File: src/rtl/l3s_pkg.sv
package l3s_pkg;
  typedef enum logic [1:0] {
    SEL_NONE = 2'd0,
    SEL_WR   = 2'd1,
    SEL_RD   = 2'd2
  } sel_e;

  localparam logic [1:0] CODE_WR = 2'b10;
  localparam logic [1:0] CODE_RD = 2'b11;
endpackage

File: src/rtl/l3s_sync.sv
module l3s_sync #(
  parameter int W      = 3,
  parameter int STAGES = 2
)(
  input  logic         clk,
  input  logic         rst,
  input  logic [W-1:0] din,
  output logic [W-1:0] dout
);
  for (genvar i = 0; i < W; i++) begin : g_bit
    logic [STAGES-1:0] chain;
    always_ff @(posedge clk) begin
      if (rst) chain <= '0;
      else     chain <= {chain[STAGES-2:0], din[i]};
    end
    assign dout[i] = chain[STAGES-1];
  end
endmodule

File: src/rtl/l3s_edge.sv
module l3s_edge (
  input  logic clk,
  input  logic rst,
  input  logic lvl,
  output logic rise,
  output logic fall
);
  logic lvl_q;
  always_ff @(posedge clk) begin
    if (rst) lvl_q <= 1'b0;
    else     lvl_q <= lvl;
  end
  assign rise = lvl & ~lvl_q;
  assign fall = ~lvl & lvl_q;
endmodule

File: src/rtl/l3s_tx.sv
module l3s_tx #(
  parameter int W = 24
)(
  input  logic         clk,
  input  logic         rst,
  input  logic         load,
  input  logic         shift,
  input  logic [W-1:0] word,
  output logic         dout
);
  logic [W-2:0] rest;
  always_ff @(posedge clk) begin
    if (rst) begin
      rest <= '0;
      dout <= 1'b0;
    end else if (load) begin
      rest <= word[W-1:1];
      dout <= word[0];
    end else if (shift) begin
      rest <= rest >> 1;
      dout <= rest[0];
    end
  end
endmodule

File: src/rtl/l3s_slave.sv
module l3s_slave
  import l3s_pkg::*;
#(
  parameter logic [5:0] DEV_ADDR    = 6'h1A,
  parameter int         NUM_REGS    = 32,
  parameter int         DATA_W      = 16,
  parameter int         SYNC_STAGES = 2
)(
  input  logic              clk,
  input  logic              rst,
  input  logic              bus_clk_i,
  input  logic              bus_mode_i,
  input  logic              bus_data_i,
  output logic              bus_data_o,
  output logic              bus_data_oe,
  output logic              reg_wr_en,
  output logic [6:0]        reg_wr_addr,
  output logic [DATA_W-1:0] reg_wr_data,
  output logic [6:0]        reg_rd_addr,
  input  logic [DATA_W-1:0] reg_rd_data
);
  localparam int         NBYTES = DATA_W / 8;
  localparam int         IDX_W  = $clog2(NBYTES + 2);
  localparam int         TXW    = DATA_W + 8;
  localparam logic [7:0] LIMIT  = (NUM_REGS > 127) ? 8'd128 : 8'(NUM_REGS);

  logic [2:0] syn;
  logic       s_clk, s_mode, s_data;
  logic       ck_rise, ck_fall, md_rise, md_fall, mode_chg;

  l3s_sync #(.W(3), .STAGES(SYNC_STAGES)) u_sync (
    .clk(clk), .rst(rst),
    .din({bus_data_i, bus_mode_i, bus_clk_i}),
    .dout(syn)
  );
  assign s_clk  = syn[0];
  assign s_mode = syn[1];
  assign s_data = syn[2];

  l3s_edge u_ck (.clk(clk), .rst(rst), .lvl(s_clk),  .rise(ck_rise), .fall(ck_fall));
  l3s_edge u_md (.clk(clk), .rst(rst), .lvl(s_mode), .rise(md_rise), .fall(md_fall));
  assign mode_chg = md_rise | md_fall;

  logic              woken;
  logic [2:0]        bit_cnt;
  logic [6:0]        sr;
  logic [7:0]        nxt;
  sel_e              sel;
  logic [IDX_W-1:0]  byte_idx;
  logic              wr_mode;
  logic [6:0]        wr_addr;
  logic [DATA_W-9:0] wr_buf;
  logic [DATA_W-1:0] wr_cat;
  logic [6:0]        prep_addr;
  logic              prep_ok;
  logic              take_bit;

  assign nxt      = {s_data, sr};
  assign wr_cat   = {nxt, wr_buf};
  assign prep_ok  = {1'b0, prep_addr} < LIMIT;
  assign take_bit = woken && (!s_mode || sel == SEL_WR);

  always_ff @(posedge clk) begin
    if (rst) begin
      woken       <= 1'b0;
      bit_cnt     <= '0;
      sr          <= '0;
      sel         <= SEL_NONE;
      byte_idx    <= '0;
      wr_mode     <= 1'b0;
      wr_addr     <= '0;
      wr_buf      <= '0;
      prep_addr   <= '0;
      reg_wr_en   <= 1'b0;
      reg_wr_addr <= '0;
      reg_wr_data <= '0;
      bus_data_oe <= 1'b0;
    end else begin
      reg_wr_en   <= 1'b0;
      bus_data_oe <= s_mode && (sel == SEL_RD);
      if (mode_chg) begin
        bit_cnt  <= '0;
        byte_idx <= '0;
        if (md_fall) sel <= SEL_NONE;
      end else if (ck_rise) begin
        if (!woken) begin
          woken <= 1'b1;
        end else if (take_bit) begin
          sr <= nxt[7:1];
          if (bit_cnt != 3'd7) begin
            bit_cnt <= bit_cnt + 3'd1;
          end else begin
            bit_cnt <= '0;
            if (!s_mode) begin
              if (nxt[7:2] != DEV_ADDR)       sel <= SEL_NONE;
              else if (nxt[1:0] == CODE_WR)   sel <= SEL_WR;
              else if (nxt[1:0] == CODE_RD)   sel <= SEL_RD;
              else                            sel <= SEL_NONE;
            end else begin
              if (byte_idx != IDX_W'(NBYTES + 1)) byte_idx <= byte_idx + 1'b1;
              if (byte_idx == '0) begin
                wr_mode <= ~nxt[0];
                if (nxt[0]) prep_addr <= nxt[7:1];
                else        wr_addr   <= nxt[7:1];
              end else if (wr_mode && byte_idx <= IDX_W'(NBYTES)) begin
                wr_buf <= wr_cat[DATA_W-1:8];
                if (byte_idx == IDX_W'(NBYTES) && ({1'b0, wr_addr} < LIMIT)) begin
                  reg_wr_en   <= 1'b1;
                  reg_wr_addr <= wr_addr;
                  reg_wr_data <= wr_cat;
                end
              end
            end
          end
        end
      end
    end
  end

  assign reg_rd_addr = prep_addr;

  logic [TXW-1:0] tx_word;
  assign tx_word = {(prep_ok ? reg_rd_data : {DATA_W{1'b0}}), prep_addr, ~prep_ok};

  l3s_tx #(.W(TXW)) u_tx (
    .clk(clk), .rst(rst),
    .load(md_rise && sel == SEL_RD),
    .shift(ck_fall && s_mode && sel == SEL_RD && !mode_chg),
    .word(tx_word),
    .dout(bus_data_o)
  );
endmodule

File: config.mk
export PLATFORM = sky130hd
export DESIGN_NAME = l3s_slave
export DESIGN_NICKNAME = d
export VERILOG_FILES = /design/src/rtl/l3s_pkg.sv /design/src/rtl/l3s_sync.sv /design/src/rtl/l3s_edge.sv /design/src/rtl/l3s_tx.sv /design/src/rtl/l3s_slave.sv
export SDC_FILE = /design/constraint.sdc
export NUM_CORES = 1
export LEC_CHECK = 0
export BUFFER_PORTS_ARGS = -buffer_cell sky130_fd_sc_hd__buf_4
export CAP_MARGIN = 20
export CELL_PAD_IN_SITES_DETAIL_PLACEMENT = 1
export CELL_PAD_IN_SITES_GLOBAL_PLACEMENT = 1
export CORE_MARGIN = 3
export CORE_UTILIZATION = 40
export CTS_CLUSTER_DIAMETER = 100
export DETAILED_ROUTE_END_ITERATION = 16
export HOLD_SLACK_MARGIN = 0.1
export PLACE_DENSITY_LB_ADDON = 0.1
export REMOVE_ABC_BUFFERS = 1
export SLEW_MARGIN = 20
export SYNTH_ARGS = -nofsm -noshare
export SYNTH_HDL_FRONTEND = slang
export SYNTH_SLANG_ARGS = --single-unit
File: constraint.sdc
create_clock -name clk -period 2.08 [get_ports clk]
set_clock_uncertainty 0.15 [all_clocks]
set_input_delay 0.104 -clock clk [delete_from_list [all_inputs] [get_ports clk]]
set_output_delay 0.104 -clock clk [all_outputs]
set_load 0.005 [all_outputs]
Word-level counts from Yosys, hierarchy flattened
Cells that the tools add are included.
{"block": "op_classes", "order_cmp": 3, "muxes": 17, "reduce_logical": 28, "add_sub_neg": 2, "eq_ne": 11, "bitwise": 18}
{"op": "23-bit two-way mux", "n": 2}
{"op": "8-bit AND reduction", "n": 3}
{"op": "2-bit two-way mux", "n": 10}
{"op": "16-bit two-way mux", "n": 1}
{"op": "7-bit by 6-bit < comparator with 1-bit output, second input constant", "n": 2}
{"op": "1-bit NOT", "n": 13}
{"op": "6-bit AND reduction", "n": 2}
{"op": "9-bit AND reduction", "n": 1}
{"op": "9-bit OR reduction", "n": 1}
{"op": "2-bit == test, second input constant", "n": 4}
{"op": "1-bit logical AND", "n": 8}
{"op": "2-bit inequality test, second input constant", "n": 4}
{"op": "2-bit nonzero test", "n": 4}
{"op": "7-bit AND reduction", "n": 1}
{"op": "6-bit by 5-bit inequality test with 1-bit output, second input constant", "n": 1}
{"op": "1-bit AND", "n": 4}
{"op": "4-bit AND reduction", "n": 1}
{"op": "3-bit by 1-bit adder with 3-bit output, second input constant", "n": 1}
{"op": "1-bit two-way mux", "n": 3}
{"op": "3-bit two-way mux", "n": 1}
{"op": "3-bit inequality test, second input constant", "n": 1}
{"op": "3-bit AND reduction", "n": 1}
{"op": "2-bit by 1-bit adder with 2-bit output, second input constant", "n": 1}
{"op": "2-bit by 1-bit == test with 1-bit output, second input constant", "n": 1}
{"op": "7 further kinds", "n": 8}
{"block": "word_totals", "inputBits": 21, "wordCells": 99, "ff_bits": 95, "out_inout_bits": 33}

Depth between registers and ports, before layout
{"block": "depth", "word_depth": 10, "ltp_mapped": 8, "ltp_nobuf": 6}

Hierarchy
A second synthesis with hierarchy kept.
{"block": "unflattened", "hier_cells": 419, "hier_area_um2": 4062.6}
{"mod": "l3s_slave", "n_inst": 1, "seq_area_each_um2": 1261.2, "area_per_inst_um2": 2658.8, "cells_per_inst": 290}
{"mod": "l3s_tx", "n_inst": 1, "seq_area_each_um2": 480.5, "area_per_inst_um2": 1146.1, "cells_per_inst": 106}
{"mod": "l3s_sync", "n_inst": 1, "seq_area_each_um2": 120.1, "area_per_inst_um2": 180.2, "cells_per_inst": 15}
{"mod": "l3s_edge", "n_inst": 2, "seq_area_each_um2": 20.0, "area_per_inst_um2": 38.8, "cells_per_inst": 4}

Worst setup path after synthesis
Ideal clock, no wire load.
{"block": "synth_timing", "path_kind": "register to register", "startpoint": "register bit_cnt[0]", "endpoint": "register prep_addr[6], in the netlist reg_rd_addr[6]", "path_slack_ns": 0.147, "stages_incl_launch_ff": 7, "synth_period_minus_slack_ns": 1.933, "n_path_buf": 0, "required_time_ns": 1.802, "setup_time_ns": 0.128, "arrival_ns": 1.656, "cell_sequence": "dfxtp_1 > ha_1 > ha_1 > nand4_1 > a2111oi_4 > mux2i_1 > nor2_1"}
{"block": "synth_via", "elab_chain_cells": 3}
{"item": "from (decl)", "line": "l3s_slave.sv:45", "rtl": "logic [2:0] bit_cnt;"}
{"item": "from (signal assigned)", "line": "l3s_slave.sv:91", "rtl": "bit_cnt <= bit_cnt + 3'd1;"}
{"item": "3-bit inequality test", "line": "l3s_slave.sv:90", "rtl": "if (bit_cnt != 3'd7) begin"}
{"item": "1-bit NOT (no line)"}
{"item": "8-bit AND reduction (no line)"}
{"item": "to (signal assigned)", "line": "l3s_slave.sv:103", "rtl": "if (nxt[0]) prep_addr <= nxt[7:1];"}
{"item": "to (decl)", "line": "l3s_slave.sv:54", "rtl": "logic [6:0] prep_addr;"}
Every way passes these cells.
A chain may end at the register's enable or synchronous reset.

Worst setup path in the final report
{"block": "layout_timing", "startpoint": "register u_md.lvl_q", "endpoint": "register reg_wr_data[9]"}
{"block": "layout_via", "elab_chain_cells": 5, "word_cells_on_any_way": 6, "cone_classes": "bitwise: 5; reduce/logical: 1"}
{"item": "from (decl)", "line": "l3s_edge.sv:8", "rtl": "logic lvl_q;"}
{"item": "from (signal assigned)", "line": "l3s_edge.sv:11", "rtl": "else lvl_q <= lvl;"}
{"item": "1-bit NOT", "line": "l3s_edge.sv:13", "rtl": "assign rise = lvl & ~lvl_q;"}
{"item": "1-bit AND", "line": "l3s_edge.sv:13"}
{"item": "1-bit OR (*)", "line": "l3s_slave.sv:42", "rtl": "assign mode_chg = md_rise | md_fall;"}
{"item": "1-bit NOT (no line) (*)"}
{"item": "9-bit AND reduction (no line) (*)"}
{"item": "to (signal assigned)", "line": "l3s_slave.sv:110", "rtl": "reg_wr_data <= wr_cat;"}
{"item": "to (decl)", "line": "l3s_slave.sv:18", "rtl": "output logic [DATA_W-1:0] reg_wr_data,"}
Every way passes the cells marked *; elsewhere a longest branch is shown, timed or not.

==> key figures <==
Run status
  – Result of the run: finished, final reports clean

Synthesis
  – Simple-gate portion of the synthesized area: 0.177
  – Seq cells post-synth: 95
  – Post-Synth Adder-Cell Area: 0.0287
  – Top FF cell, synth: dfxtp_1
  – Ys Warns: 0
  – Unique masters post-synth: 45
  – Post-synth EDFFs: 0
  – Netlist Area Pre-Place: 3930 um2
  – Avg Inst Size Synth: 10.0 um2
  – Synth Area in Compound Gates: 0.101
  – Largest family of logic cells by synthesized area: simple AND/OR/NAND/NOR gates
  – Mux contribution to synthesized area: 0.155
  – Post-Synth XOR/XNOR Area: 0.00223
  – Post-Synthesis Cells: 393
  – Register area share after synthesis: 0.484
  – Post-synthesis async set-or-reset flop share: 0

Critical path
  – Required time of the critical path: 2190 ps
  – Critical-path cell with the highest stage delay: a211oi_4
  – Critical path's top delay family: compound AO/OA/AOI/OAI gates
  – CP Buf/Inv Count: 3
  – CP peak stage delay: 390 ps
  – Crit path cell chain: inv_1, ha_4, inv_2, a211oi_4, nand4_4, buf_4, mux2i_1
  – CP arrival: 2110 ps
  – Critical path class: flop to flop
  – Reg2reg setup slack: 70 ps
  – Startpoint types: flop
  – Critical path endpoint category: flop
  – Worst-path fanout max: 7

Route
  – Initial DRC count: 68
  – Routed vias/inst: 4.96
  – Antenna Nets Post-Route: 0
  – Residual DRC: 0
  – Drt wl/cell: 14.3 um
  – Via count: 3050
  – Routed WL: 8790 um
  – TritonRoute pass-1 iters: 4

Pwr
  – Pwr/cell area: 643 nW/um2
  – Sw Share: 0.237
  – Internal power: 2.49 mW
  – Worst VDD drop: 319 uV
  – Lkg Pwr: 2.15 nW
  – Comb pwr share: 0.042
  – Clock power share: 0.396
  – Sequential group share of total power: 0.562
  – Net Sw Power: 771 uW

GRT
  – Largest net degree at the start of global routing: 32
  – Total track usage: 0.164
  – Grt total ovfl: 0
  – First-pass GRT wire length: 15000 um
  – Vias in the first global route: 3099
  – Antenna violations before repair: 0

Clock tree
  – CTS H-tree lvls: 3
  – CTS max path bufs: 2
  – CTS tree: yes
  – Worst-Skew Late Latency: 360 ps
  – CTS buffer count: 9
  – Root buf cell: clkbuf_8
  – Clock Pin Slew Worst Setup and Hold Paths: 100 ps
  – CTS Sinks: 95

Placement
  – Area after DPL: 4560 um2
  – Final GP Congestion: 0.738
  – Cell total after placement: 573
  – Detailed placement HPWL: 6090 um
  – Port buffer count: 53

STA
  – Final period utilization: 0.964
  – Highest Clock Rate: 499 MHz
  – Min Tclk post-route: 2010 ps
  – # setup viols final: 0
  – Pins over their slew limit: 0
  – Hold Vio Cnt, Final: 0
  – Slew margin rel.: 0.692
  – Worst-margin pin slew: 461 ps

Floorplanning
  – Die X: 105 um
  – Core Rows: 35
  – Initial Util: 0.417
  – Core Box Area: 9420 um2
  – Die footprint: 11100 um2
  – Vert. Die Dim: 105 um
  – I/O Pins: 54

Finish
  – Non-filler cells, final: 615
  – # fillers: 1065
  – Final core utilization: 0.538
  – Fin nets: 511
  – Footprint of the multi-input gates: 1850 um2
  – FF+latch area: 1900 um2
  – Final Cell Area: 5060 um2
  – Share of layout cells above drive strength 1: 0.222
  – Ant diodes: 0
  – P&R area growth vs syn: 28.9%

Job
  – Max Cap Viol: 0

Min path
  – Worst Hold Class: flop to flop
==> synth_stat cells (2+ instances only) <==
library cell  number  area, um2
a211oi_1           8       60.1
a221oi_1          15        131
and2_1             2       12.5
and3_1             2       12.5
buf_2              5       25.0
buf_4              2       15.0
buf_6              2       22.5
clkbuf_1          14       52.6
dfxtp_1           95       1900
ha_1               9        113
inv_1             23       86.3
mux2i_1           61        611
nand2_1           43        161
nand2b_1          22        138
nand3b_1           2       15.0
nand4b_1           2       17.5
nor2_1            33        124
nor2b_1            7       43.8
nor3b_1            2       15.0
nor4_1             2       12.5
o21ai_0           17       85.1
o41ai_1            2       17.5
==> per-layer routing <==
metal  track usage  routed length [um]
met2         0.277                4200
met3        0.0253                 227
met5             0                   0
met4        0.0506                 114
met1         0.216                4250
==> sequential cells by signal (all words and copies together), names as in the netlist <==
name and count:
u_tx.rest 23, u_sync.g_bit.chain 6, wr_addr 7, reg_wr_data 16, bit_cnt 3, sel 2
u_md.lvl_q 1, sr 7, reg_wr_en 1, bus_data_oe 1, woken 1, byte_idx 2
reg_rd_addr 7, wr_mode 1, reg_wr_addr 7, u_ck.lvl_q 1, u_tx.dout 1, wr_buf 8
==> area by class of cell <==
cell class,count,share of cell area
Sequential cell,95,0.376
Multi-Input combinational cell,251,0.365
Timing Repair Buffer,100,0.167
Tap cell,129,0.0319
Clock buffer,9,0.0245
Inverter,24,0.0178
Clock inverter,7,0.0173
==> worst paths after layout <==
| path | cells after the start | startpoint | end |
|---|---|---|---|
| setup reg to reg | 7 | u_md.lvl_q$_SDFF_PP0_ | reg_wr_data[9]$_SDFFE_PP0P_ |
| hold / removal | 1 | u_sync.g_bit[2].chain[0]$_SDFF_PP0_ | u_sync.g_bit[2].chain[1]$_SDFF_PP0_ |
| setup / recovery | 7 | u_md.lvl_q$_SDFF_PP0_ | reg_wr_data[9]$_SDFFE_PP0P_ |
| hold reg to reg | 1 | u_sync.g_bit[2].chain[0]$_SDFF_PP0_ | u_sync.g_bit[2].chain[1]$_SDFF_PP0_ |
==> per-stage QoR <==
step / power [mW] / setup slack [ps] / setup TNS [ps] / hold WS, ps
2_1_floorplan: 1.90 / -491 / -19110 / 20.7
3_3_place_gp: 1.97 / 90.1 / 0 / 168
3_5_place_dp: 1.97 / 13.2 / 0 / 173
4_1_cts: 3.31 / 6.90 / 0 / 295
5_1_grt: 3.39 / -30.0 / -209 / 298
6_report: 3.26 / 74.3 / 0 / 292
==> what timing repair did <==
action	in CTS	in global routing
setup buffers	0	3
resized for setup	0	12
hold endpoints to repair	36	0
setup endpoints to repair	0	33
hold buffers	23	0
==> cells by family after synthesis <==
logic type               Yosys count
AO/OA/AOI/OAI                     51
XOR/XNOR                           1
adder cells (fa/ha/maj)            9
buffers and inverters             47
flip-flops                        95
multiplexers                      61
AND/OR/NAND/NOR                  129
==> power groups by stage <==
stage          combinational [mW]  sequential (mW)  clock (mW)
5_1_grt                     0.149             1.83        1.41
3_3_place_gp               0.0977             1.87           0
6_report                    0.136             1.83        1.29
4_1_cts                     0.134             1.83        1.34
2_1_floorplan              0.0304             1.87           0
3_5_place_dp               0.0996             1.87           0
==> layout by cell type (no fill, tap or decap), types with 6 or more instances in the layout <==
cell type      synthesis  final
a211oi_1               8      8
a221oi_1              15     15
buf_4                  2     71
clkbuf_8               0      9
dfxtp_1               95     94
dlygate4sd3_1          0     23
ha_1                   9      6
inv_1                 23     22
mux2i_1               61     61
nand2_1               43     42
nand2b_1              22     22
nor2_1                33     33
nor2b_1                7      7
o21ai_0               17     17
==> worst register-to-register path, delay by kind of cell, from the launching register on <==
kind                       cells  cell delay [ps]
buffers and inverters          3              370
adders and majority gates      1              280
AOI/OAI and AO/OA              1              390
muxes                          1              110
DFF                            1              360
and+or+nand+nor                1              250
Note: power is estimated with default switching activity, not from simulation.
